[src/rtl/usb_bus_event_pkg.sv]
package usb_bus_event_pkg;

  typedef enum logic [1:0] {
    MODE_AUTO  = 2'b00,
    MODE_FULL  = 2'b01,
    MODE_LOW   = 2'b10,
    MODE_AUTO2 = 2'b11
  } speed_mode_e;

  // line code {dp, dm}
  typedef enum logic [1:0] {
    LINE_SE0    = 2'b00,
    LINE_LS_IDL = 2'b01,
    LINE_FS_IDL = 2'b10,
    LINE_SE1    = 2'b11
  } line_e;

  function automatic int unsigned ns_to_cycles(int unsigned hz, int unsigned ns);
    logic [63:0] prod;
    prod = 64'(hz) * 64'(ns);
    return 32'(prod / 64'd1_000_000_000);
  endfunction

endpackage

[src/rtl/usb_line_sync.sv]
module usb_line_sync #(
  parameter int unsigned STAGES = 2
) (
  input  logic clk_i,
  input  logic rst_ni,
  input  logic dp_i,
  input  logic dm_i,
  output logic dp_o,
  output logic dm_o,
  output logic valid_o
);

  logic [1:0]        stg_q [STAGES];
  logic [STAGES-1:0] fill_q;

  always_ff @(posedge clk_i or negedge rst_ni) begin
    if (!rst_ni) begin
      stg_q[0] <= 2'b00;
      fill_q   <= '0;
    end else begin
      stg_q[0] <= {dp_i, dm_i};
      fill_q   <= {fill_q[STAGES-2:0], 1'b1};
    end
  end

  for (genvar g = 1; g < STAGES; g++) begin : g_stage
    always_ff @(posedge clk_i or negedge rst_ni) begin
      if (!rst_ni) stg_q[g] <= 2'b00;
      else         stg_q[g] <= stg_q[g-1];
    end
  end

  assign dp_o    = stg_q[STAGES-1][1];
  assign dm_o    = stg_q[STAGES-1][0];
  assign valid_o = fill_q[STAGES-1];

endmodule

[src/rtl/usb_se0_timer.sv]
module usb_se0_timer #(
  parameter int unsigned MAX_CNT = 26,
  localparam int unsigned CW = $clog2(MAX_CNT + 1)
) (
  input  logic          clk_i,
  input  logic          rst_ni,
  input  logic          valid_i,
  input  logic          se0_i,
  output logic          end_o,
  output logic [CW-1:0] dur_o
);

  logic [CW-1:0] cnt_q;
  logic          in_se0;

  assign in_se0 = (cnt_q != '0);
  assign end_o  = valid_i && !se0_i && in_se0;
  assign dur_o  = cnt_q;

  always_ff @(posedge clk_i or negedge rst_ni) begin
    if (!rst_ni) begin
      cnt_q <= '0;
    end else if (valid_i) begin
      if (!se0_i)                      cnt_q <= '0;
      else if (cnt_q != CW'(MAX_CNT))  cnt_q <= cnt_q + 1'b1;
    end
  end

endmodule

[src/rtl/usb_speed_track.sv]
module usb_speed_track
  import usb_bus_event_pkg::*;
(
  input  logic       clk_i,
  input  logic       rst_ni,
  input  logic       valid_i,
  input  logic       dp_i,
  input  logic       dm_i,
  input  logic [1:0] mode_i,
  input  logic       upd_i,
  input  logic       bus_rst_i,
  output logic       speed_low_o
);

  logic  auto_low_q;
  logic  seeded_q;
  logic  seed;
  line_e line;

  assign line = line_e'({dp_i, dm_i});
  assign seed = valid_i && !seeded_q;

  always_ff @(posedge clk_i or negedge rst_ni) begin
    if (!rst_ni) begin
      auto_low_q <= 1'b0;
      seeded_q   <= 1'b0;
    end else begin
      if (seed) seeded_q <= 1'b1;
      if (seed || upd_i) begin
        case (line)
          LINE_FS_IDL: auto_low_q <= 1'b0;
          LINE_LS_IDL: auto_low_q <= 1'b1;
          default:     if (upd_i && bus_rst_i) auto_low_q <= 1'b0;
        endcase
      end
    end
  end

  always_comb begin
    case (speed_mode_e'(mode_i))
      MODE_FULL: speed_low_o = 1'b0;
      MODE_LOW:  speed_low_o = 1'b1;
      default:   speed_low_o = auto_low_q;
    endcase
  end

endmodule

[src/rtl/usb_bus_event_det.sv]
module usb_bus_event_det
  import usb_bus_event_pkg::*;
#(
  parameter int unsigned CLK_HZ       = 48_000_000,
  parameter int unsigned SYNC_STAGES  = 2,
  parameter int unsigned RESET_NS     = 2500,
  parameter int unsigned KEEPALIVE_NS = 1200
) (
  input  logic       clk_i,
  input  logic       rst_ni,
  input  logic       dp_i,
  input  logic       dm_i,
  input  logic [1:0] mode_i,
  output logic       reset_o,
  output logic       keepalive_o,
  output logic       speed_low_o
);

  localparam int unsigned RST_CYC = ns_to_cycles(CLK_HZ, RESET_NS);
  localparam int unsigned KA_CYC  = ns_to_cycles(CLK_HZ, KEEPALIVE_NS);
  localparam int unsigned SAT_CNT = RST_CYC + 1;
  localparam int unsigned CW      = $clog2(SAT_CNT + 1);

  logic          line_dp, line_dm, line_valid, line_se0;
  logic          se0_end;
  logic [CW-1:0] se0_dur;
  logic          classify, is_long, is_mid;
  logic          reset_q, ka_q;

  usb_line_sync #(.STAGES(SYNC_STAGES)) u_sync (
    .clk_i   (clk_i),
    .rst_ni  (rst_ni),
    .dp_i    (dp_i),
    .dm_i    (dm_i),
    .dp_o    (line_dp),
    .dm_o    (line_dm),
    .valid_o (line_valid)
  );

  assign line_se0 = !line_dp && !line_dm;

  usb_se0_timer #(.MAX_CNT(SAT_CNT)) u_timer (
    .clk_i   (clk_i),
    .rst_ni  (rst_ni),
    .valid_i (line_valid),
    .se0_i   (line_se0),
    .end_o   (se0_end),
    .dur_o   (se0_dur)
  );

  // single-sample SE0 is a plain line event
  assign classify = se0_end && (se0_dur > CW'(1));
  assign is_long  = se0_dur > CW'(RST_CYC);
  assign is_mid   = se0_dur > CW'(KA_CYC);

  usb_speed_track u_speed (
    .clk_i       (clk_i),
    .rst_ni      (rst_ni),
    .valid_i     (line_valid),
    .dp_i        (line_dp),
    .dm_i        (line_dm),
    .mode_i      (mode_i),
    .upd_i       (classify),
    .bus_rst_i   (is_long),
    .speed_low_o (speed_low_o)
  );

  always_ff @(posedge clk_i or negedge rst_ni) begin
    if (!rst_ni) begin
      reset_q <= 1'b0;
      ka_q    <= 1'b0;
    end else begin
      reset_q <= classify && is_long;
      ka_q    <= classify && !is_long && is_mid && speed_low_o;
    end
  end

  assign reset_o     = reset_q;
  assign keepalive_o = ka_q;

endmodule

[config.mk]
export PLATFORM = sky130hd
export DESIGN_NAME = usb_bus_event_det
export DESIGN_NICKNAME = d
export VERILOG_FILES = /design/src/rtl/usb_bus_event_pkg.sv /design/src/rtl/usb_line_sync.sv /design/src/rtl/usb_se0_timer.sv /design/src/rtl/usb_speed_track.sv /design/src/rtl/usb_bus_event_det.sv
export SDC_FILE = /design/constraint.sdc
export NUM_CORES = 1
export LEC_CHECK = 0
export ABC_AREA = 1
export BUFFER_PORTS_ARGS = -buffer_cell sky130_fd_sc_hd__buf_2
export CELL_PAD_IN_SITES_DETAIL_PLACEMENT = 0
export CELL_PAD_IN_SITES_GLOBAL_PLACEMENT = 1
export CORE_UTILIZATION = 41
export DETAILED_ROUTE_END_ITERATION = 10
export HOLD_SLACK_MARGIN = 0.1
export PLACE_DENSITY = 0.73
export SETUP_SLACK_MARGIN = 0.5
export SYNTH_ARGS = -nofsm -noshare
export SYNTH_HDL_FRONTEND = slang
export SYNTH_SLANG_ARGS = --single-unit
[constraint.sdc]
create_clock -name clk_i -period 2.3 [get_ports clk_i]
set_input_delay 0.23 -clock clk_i [delete_from_list [all_inputs] [get_ports clk_i]]
set_output_delay 0.23 -clock clk_i [all_outputs]
set_load 0.005 [all_outputs]
Yosys cells after proc, flatten, opt, wreduce, memory -nomap -nowiden
Index checks and enable logic that the tools add are counted.
{ "totals": {"out_inout_bits": 3, "latchBits": 0, "rom_bits": 0, "inputBits": 6, "n_memories": 0, "ram_bits": 0, "word_cells": 42, "register_bits": 17} }
{ "op_classes": {"n_reduce_logical": 19, "multipliers": 0, "div_mod_pow": 0, "n_bitwise": 0, "mux": 5, "n_shift": 0, "addsub": 1, "n_eq_ne": 6, "order_cmp": 3} }
{ "op_table": {"columns": ["operator", "count"], "rows": [
  ["7-bit two-way mux", 2],
  ["1-bit logical AND", 9],
  ["7-bit by 1-bit adder with 7-bit output (second input constant)", 1],
  ["7-bit by 1-bit greater-than comparator with 1-bit output (second input constant)", 1],
  ["7-bit by 6-bit greater-than comparator with 1-bit output (second input constant)", 1],
  ["7-bit greater-than comparator (second input constant)", 1],
  ["7-bit != test (second input constant)", 1],
  ["7-bit nonzero test", 1],
  ["1-bit zero test", 5],
  ["2-bit by 1-bit == test with 1-bit output (second input constant)", 2],
  ["2-bit == test (second input constant)", 2],
  ["1-bit one-hot mux with 2 select lines", 2],
  ["2-bit AND reduction", 2],
  ["3-bit nonzero test", 1],
  ["2-bit != test (second input constant)", 1],
  ["1-bit logical OR", 1],
  ["1-bit two-way mux", 1]
]} }

Depth between registers and ports, before layout
{ "depth": {"depth_word": 9, "ltp_mapped": 10, "mapped_depth_nobuf": 10} }

Cells and area by module
Synthesis repeated with hierarchy kept, for this count alone.
{ "unflattened": {"hier_cells": 120, "area_unflattened_um2": 932.1} }
{ "by_module_without_submodules": {"columns": ["mod", "cells_each", "area_per_inst_um2", "seq_area_each_um2", "instances"], "rows": [
  ["usb_se0_timer", 67, 469.2, 175.2, 1],
  ["usb_speed_track", 22, 157.7, 50.0, 1],
  ["usb_line_sync", 7, 153.9, 150.1, 1],
  ["usb_bus_event_det", 24, 151.4, 50.0, 1]
]} }

Worst setup path after synthesis
OpenSTA, ideal clock, no wires.
{ "synth_path": {"kind": "register to register", "from": "register u_timer.cnt_q[1], in the netlist u_timer.dur_o[1]", "to": "register u_timer.cnt_q[1], in the netlist u_timer.dur_o[1]", "setup_ns": 0.122, "required_ns": 2.178, "path_stages_with_launch": 9, "n_path_buf": 1, "setup_slack_ns": 1.030, "t_arrival_ns": 1.148, "period_less_slack_ns": 1.270, "path_cell_list": "dfrtp_1 > inv_1 > ha_1 > nand3_2 > nor2_2 > a21oi_2 > buf_6 > nand3_1 > o21ai_1"} }
{ "synth_between": {"elab_chain_len": 3, "word_cells_on_any_way": 6, "cone_classes": "1 x add/sub; 2 x eq/ne; 2 x mux; 1 x reduce/logical"} }
{ "synth_lines": {"columns": ["item", "line_no", "source"], "rows": [
  ["start: declaration", "usb_se0_timer.sv:13", "logic [CW-1:0] cnt_q;"],
  ["start signal: assignment", "usb_se0_timer.sv:25", "else if (cnt_q != CW'(MAX_CNT)) cnt_q <= cnt_q + 1'b1;"],
  ["7-bit by 1-bit adder with 7-bit output / 7-bit != test (equally long branches)", "usb_se0_timer.sv:25", null],
  ["7-bit two-way mux / 2-bit != test (equally long branches)", null, null],
  ["7-bit two-way mux / 2-bit AND reduction (equally long branches)", null, null]
]} }
Several ways; a longest one is shown, not always the timed one. The select of a mux whose other input is x is not followed.
A chain may end at the register's enable or synchronous reset.

Final worst setup path
{ "layout_path": {"from": "register u_timer.cnt_q[1], in the netlist u_timer.dur_o[1]", "to": "register u_timer.cnt_q[5], in the netlist u_timer.dur_o[5]"} }
The elaborated chain is that of the path after synthesis.

==> impl_metrics.tcl <==
set metrics [dict create \
    cp_common_cell "inv_1" \
    fin_tns_setup_ns 0 \
    ys_ff_latch 17 \
    port_buffers 8 \
    finalSetupViolations 0 \
    place_hpwl_um 1160 \
    syn_area_um2 883 \
    first_pass_iters 4 \
    crit_buf_inv 2 \
    syn_nets 116 \
    maxCapViolations 0 \
    grt_use_total_pct 15.1 \
    cp.arrival_ns 1.84 \
    finalCritPeriodShare_pct 71.6 \
    vdd_ir_drop_max_mv 0.429 \
    place_area_um2 946 \
    worstSkewPairLatency_ns 0.29 \
    avgSynthCellArea_um2 8.33 \
    drive_gt1_share_pct 17.5 \
    cts_resized 0 \
    fp.dieH_um 48.4 \
    cts_buffers 3 \
    synth_cell_types 20 \
    hold_slack_ns 0.359 \
    n_antenna_cell 0 \
    hp-class "reg2reg" \
    slew_violations 0 \
    min_period_ns 1.65 \
    die_w_um 48.4 \
    cts_max_path_buffers 2 \
    cp.required_ns 2.49 \
    viasPerCell 4.61 \
    ys_warn_count 0 \
    initial_utilization_pct 44.1 \
    antenna_found_initial 0 \
    syn_inst 106 \
    layout.nets 131 \
    path_clk_slew_ns 0.11 \
    final_cell_mix "nand2_1, dfrtp_1, inv_1" \
    finalInstanceArea_mm2 0.00100 \
    dieArea_mm2 0.00234 \
    routed_wl_um 1560 \
    area_delta_synth_final_pct 13.6 \
    antenna_left 0 \
    grt_pass1_vias 667 \
    drt-initial-drc-count 7 \
    grt.overflow.total 0 \
    cts_max_level 1 \
    max_freq_mhz 608 \
    setup_ws_ns 0.654 \
    vias 677 \
    crit_path_max_incr_delay_ns 0.40 \
    skew_ns 0.00643 \
    cts.sinks 17 \
    start_kind "flop" \
    routedWlPerCell_um 10.6 \
    worst-path-max-fanout 11 \
    dp_worst_setup_slack_ns 0.681 \
    hold_viol_final 0 \
    cts_tree "done" \
    drc 0 \
    gp_congestion 0.810 \
    rsz0062_at_grt "false" \
    cp-end-kind "flop" \
    grt_pass1_wl_um 2730 \
    ios 9 \
    layout_commonest_cell "nand2_1" \
    outcome "finished, final reports clean" \
    core_mm2 0.00200 \
    n_fill_cell 206 \
    leakage_uw 0.000540 \
    worstSetupPathType "reg2reg" \
    worstPathCellList "inv_1 > ha_1 > nand3_2 > nor2_2 > a21oi_2 > inv_1 > nand2_1 > o21ai_1" \
    rows 16 \
    yosysSeqAreaShare_pct 48.2 \
    power_per_cell_area_mw_per_mm2 542 \
    clockRootBuffer "clkbuf_4" \
    grt_start_max_net_pins 18 \
    cp_top_family "compound AO/OA/AOI/OAI gates" \
    cp_slowest_cell "a21oi_2" \
]
==> worst paths after layout <==
kind,from,to,slack [ns],cells past startpoint
min in group asynchronous,rst_ni,u_timer.dur_o[5],0.38,2
worst min register to register,u_sync.stg_q[3],u_sync.dp_o,0.36,0
worst max register to register,u_timer.dur_o[1],u_timer.dur_o[5],0.65,8
worst max-delay path,u_timer.dur_o[1],u_timer.dur_o[5],0.65,8
worst min-delay path,u_sync.stg_q[3],u_sync.dp_o,0.36,0
max in group asynchronous,rst_ni,u_speed.seeded_q,1.64,2
==> final cells by class <==
cell class                 count  area, um^2  share of cell area, %
clock buffer                   3        22.5                   2.24
clock inverter                 1        5.00                  0.499
inverter                      19        71.3                   7.11
multi-input combinational     69         375                   37.4
sequential                    17         425                   42.4
tap                           27        33.8                   3.37
timing repair buffer          11        70.1                   6.98
==> cell usage after synthesis <==
master    count  area [um^2]
nand3_2       1         10.0
nor3_1        1         5.00
inv_2         3         11.3
mux2_2        1         11.3
buf_6         1         11.3
nor2_1        8         30.0
inv_1        16         60.1
nor2_2        1         6.26
nor2_4        1         11.3
nand4_1       2         12.5
o21ai_1       8         40.0
nand3_1      12         60.1
nand2_2       1         6.26
dfrtp_1      17          425
ha_1          4         50.1
a21oi_2       1         8.76
nand2_1      23         86.3
xor2_1        3         26.3
conb_1        1         3.75
o21bai_1      1         7.51
==> per-layer routing <==
layer	global-route usage (%)	routed length (um)	vias to the layer above
li1	-	-	358
met1	18.9	772	309
met2	26.3	736	8
met3	1.89	44	2
met4	5.88	8	0
met5	0	0	-
==> registers in the layout (all words and copies together), names as in the netlist <==
| register | count |
|---|---|
| u_speed.seeded_q | 1 |
| u_sync.dp_o | 1 |
| u_sync.stg_q | 2 |
| keepalive_o | 1 |
| u_sync.fill_q | 2 |
| u_speed.auto_low_q | 1 |
| u_sync.dm_o | 1 |
| reset_o | 1 |
| u_timer.dur_o | 7 |
==> cell families after synthesis <==
group / Yosys count / share of synthesized area [%]
AO/OA/AOI/OAI: 10 / 6.37
XOR/XNOR: 3 / 2.98
adder cells (fa/ha/maj): 4 / 5.67
buffers and inverters: 20 / 9.35
flip-flops: 17 / 48.2
multiplexers: 1 / 1.27
other: 1 / 0.425
AND/OR/NAND/NOR: 50 / 25.8
==> stage by stage <==
step	util, %	power [uW]	instances
finish	50.1	544	147
global route	50.1	573	147
detailed placement	47.3	385	140
floorplan	-	364	106
CTS	50.1	552	147
global placement	47.3	383	140
==> power breakdown <==
part	internal, uW	switching, uW	leakage (uW)	total (uW)
sequential	312	8.38	0.000216	320
clock	64.6	98.0	0.0000177	163
combinational	25.1	35.9	0.000306	61.0
==> worst reg2reg max path, cell delays in order (launching register included) <==
cell     delay [ns]
dfrtp_1        0.38
inv_1          0.09
ha_1           0.22
nand3_2        0.10
nor2_2         0.05
a21oi_2        0.40
inv_1          0.16
nand2_1        0.08
o21ai_1        0.06
==> repair_timing <==
item | in CTS | in global routing
endpoints found under the hold margin | 19 | 0
endpoints found under the setup margin | 0 | 0
hold buffers | 3 | 0
setup buffers | 0 | 0
(Power assumes the default switching activity.)
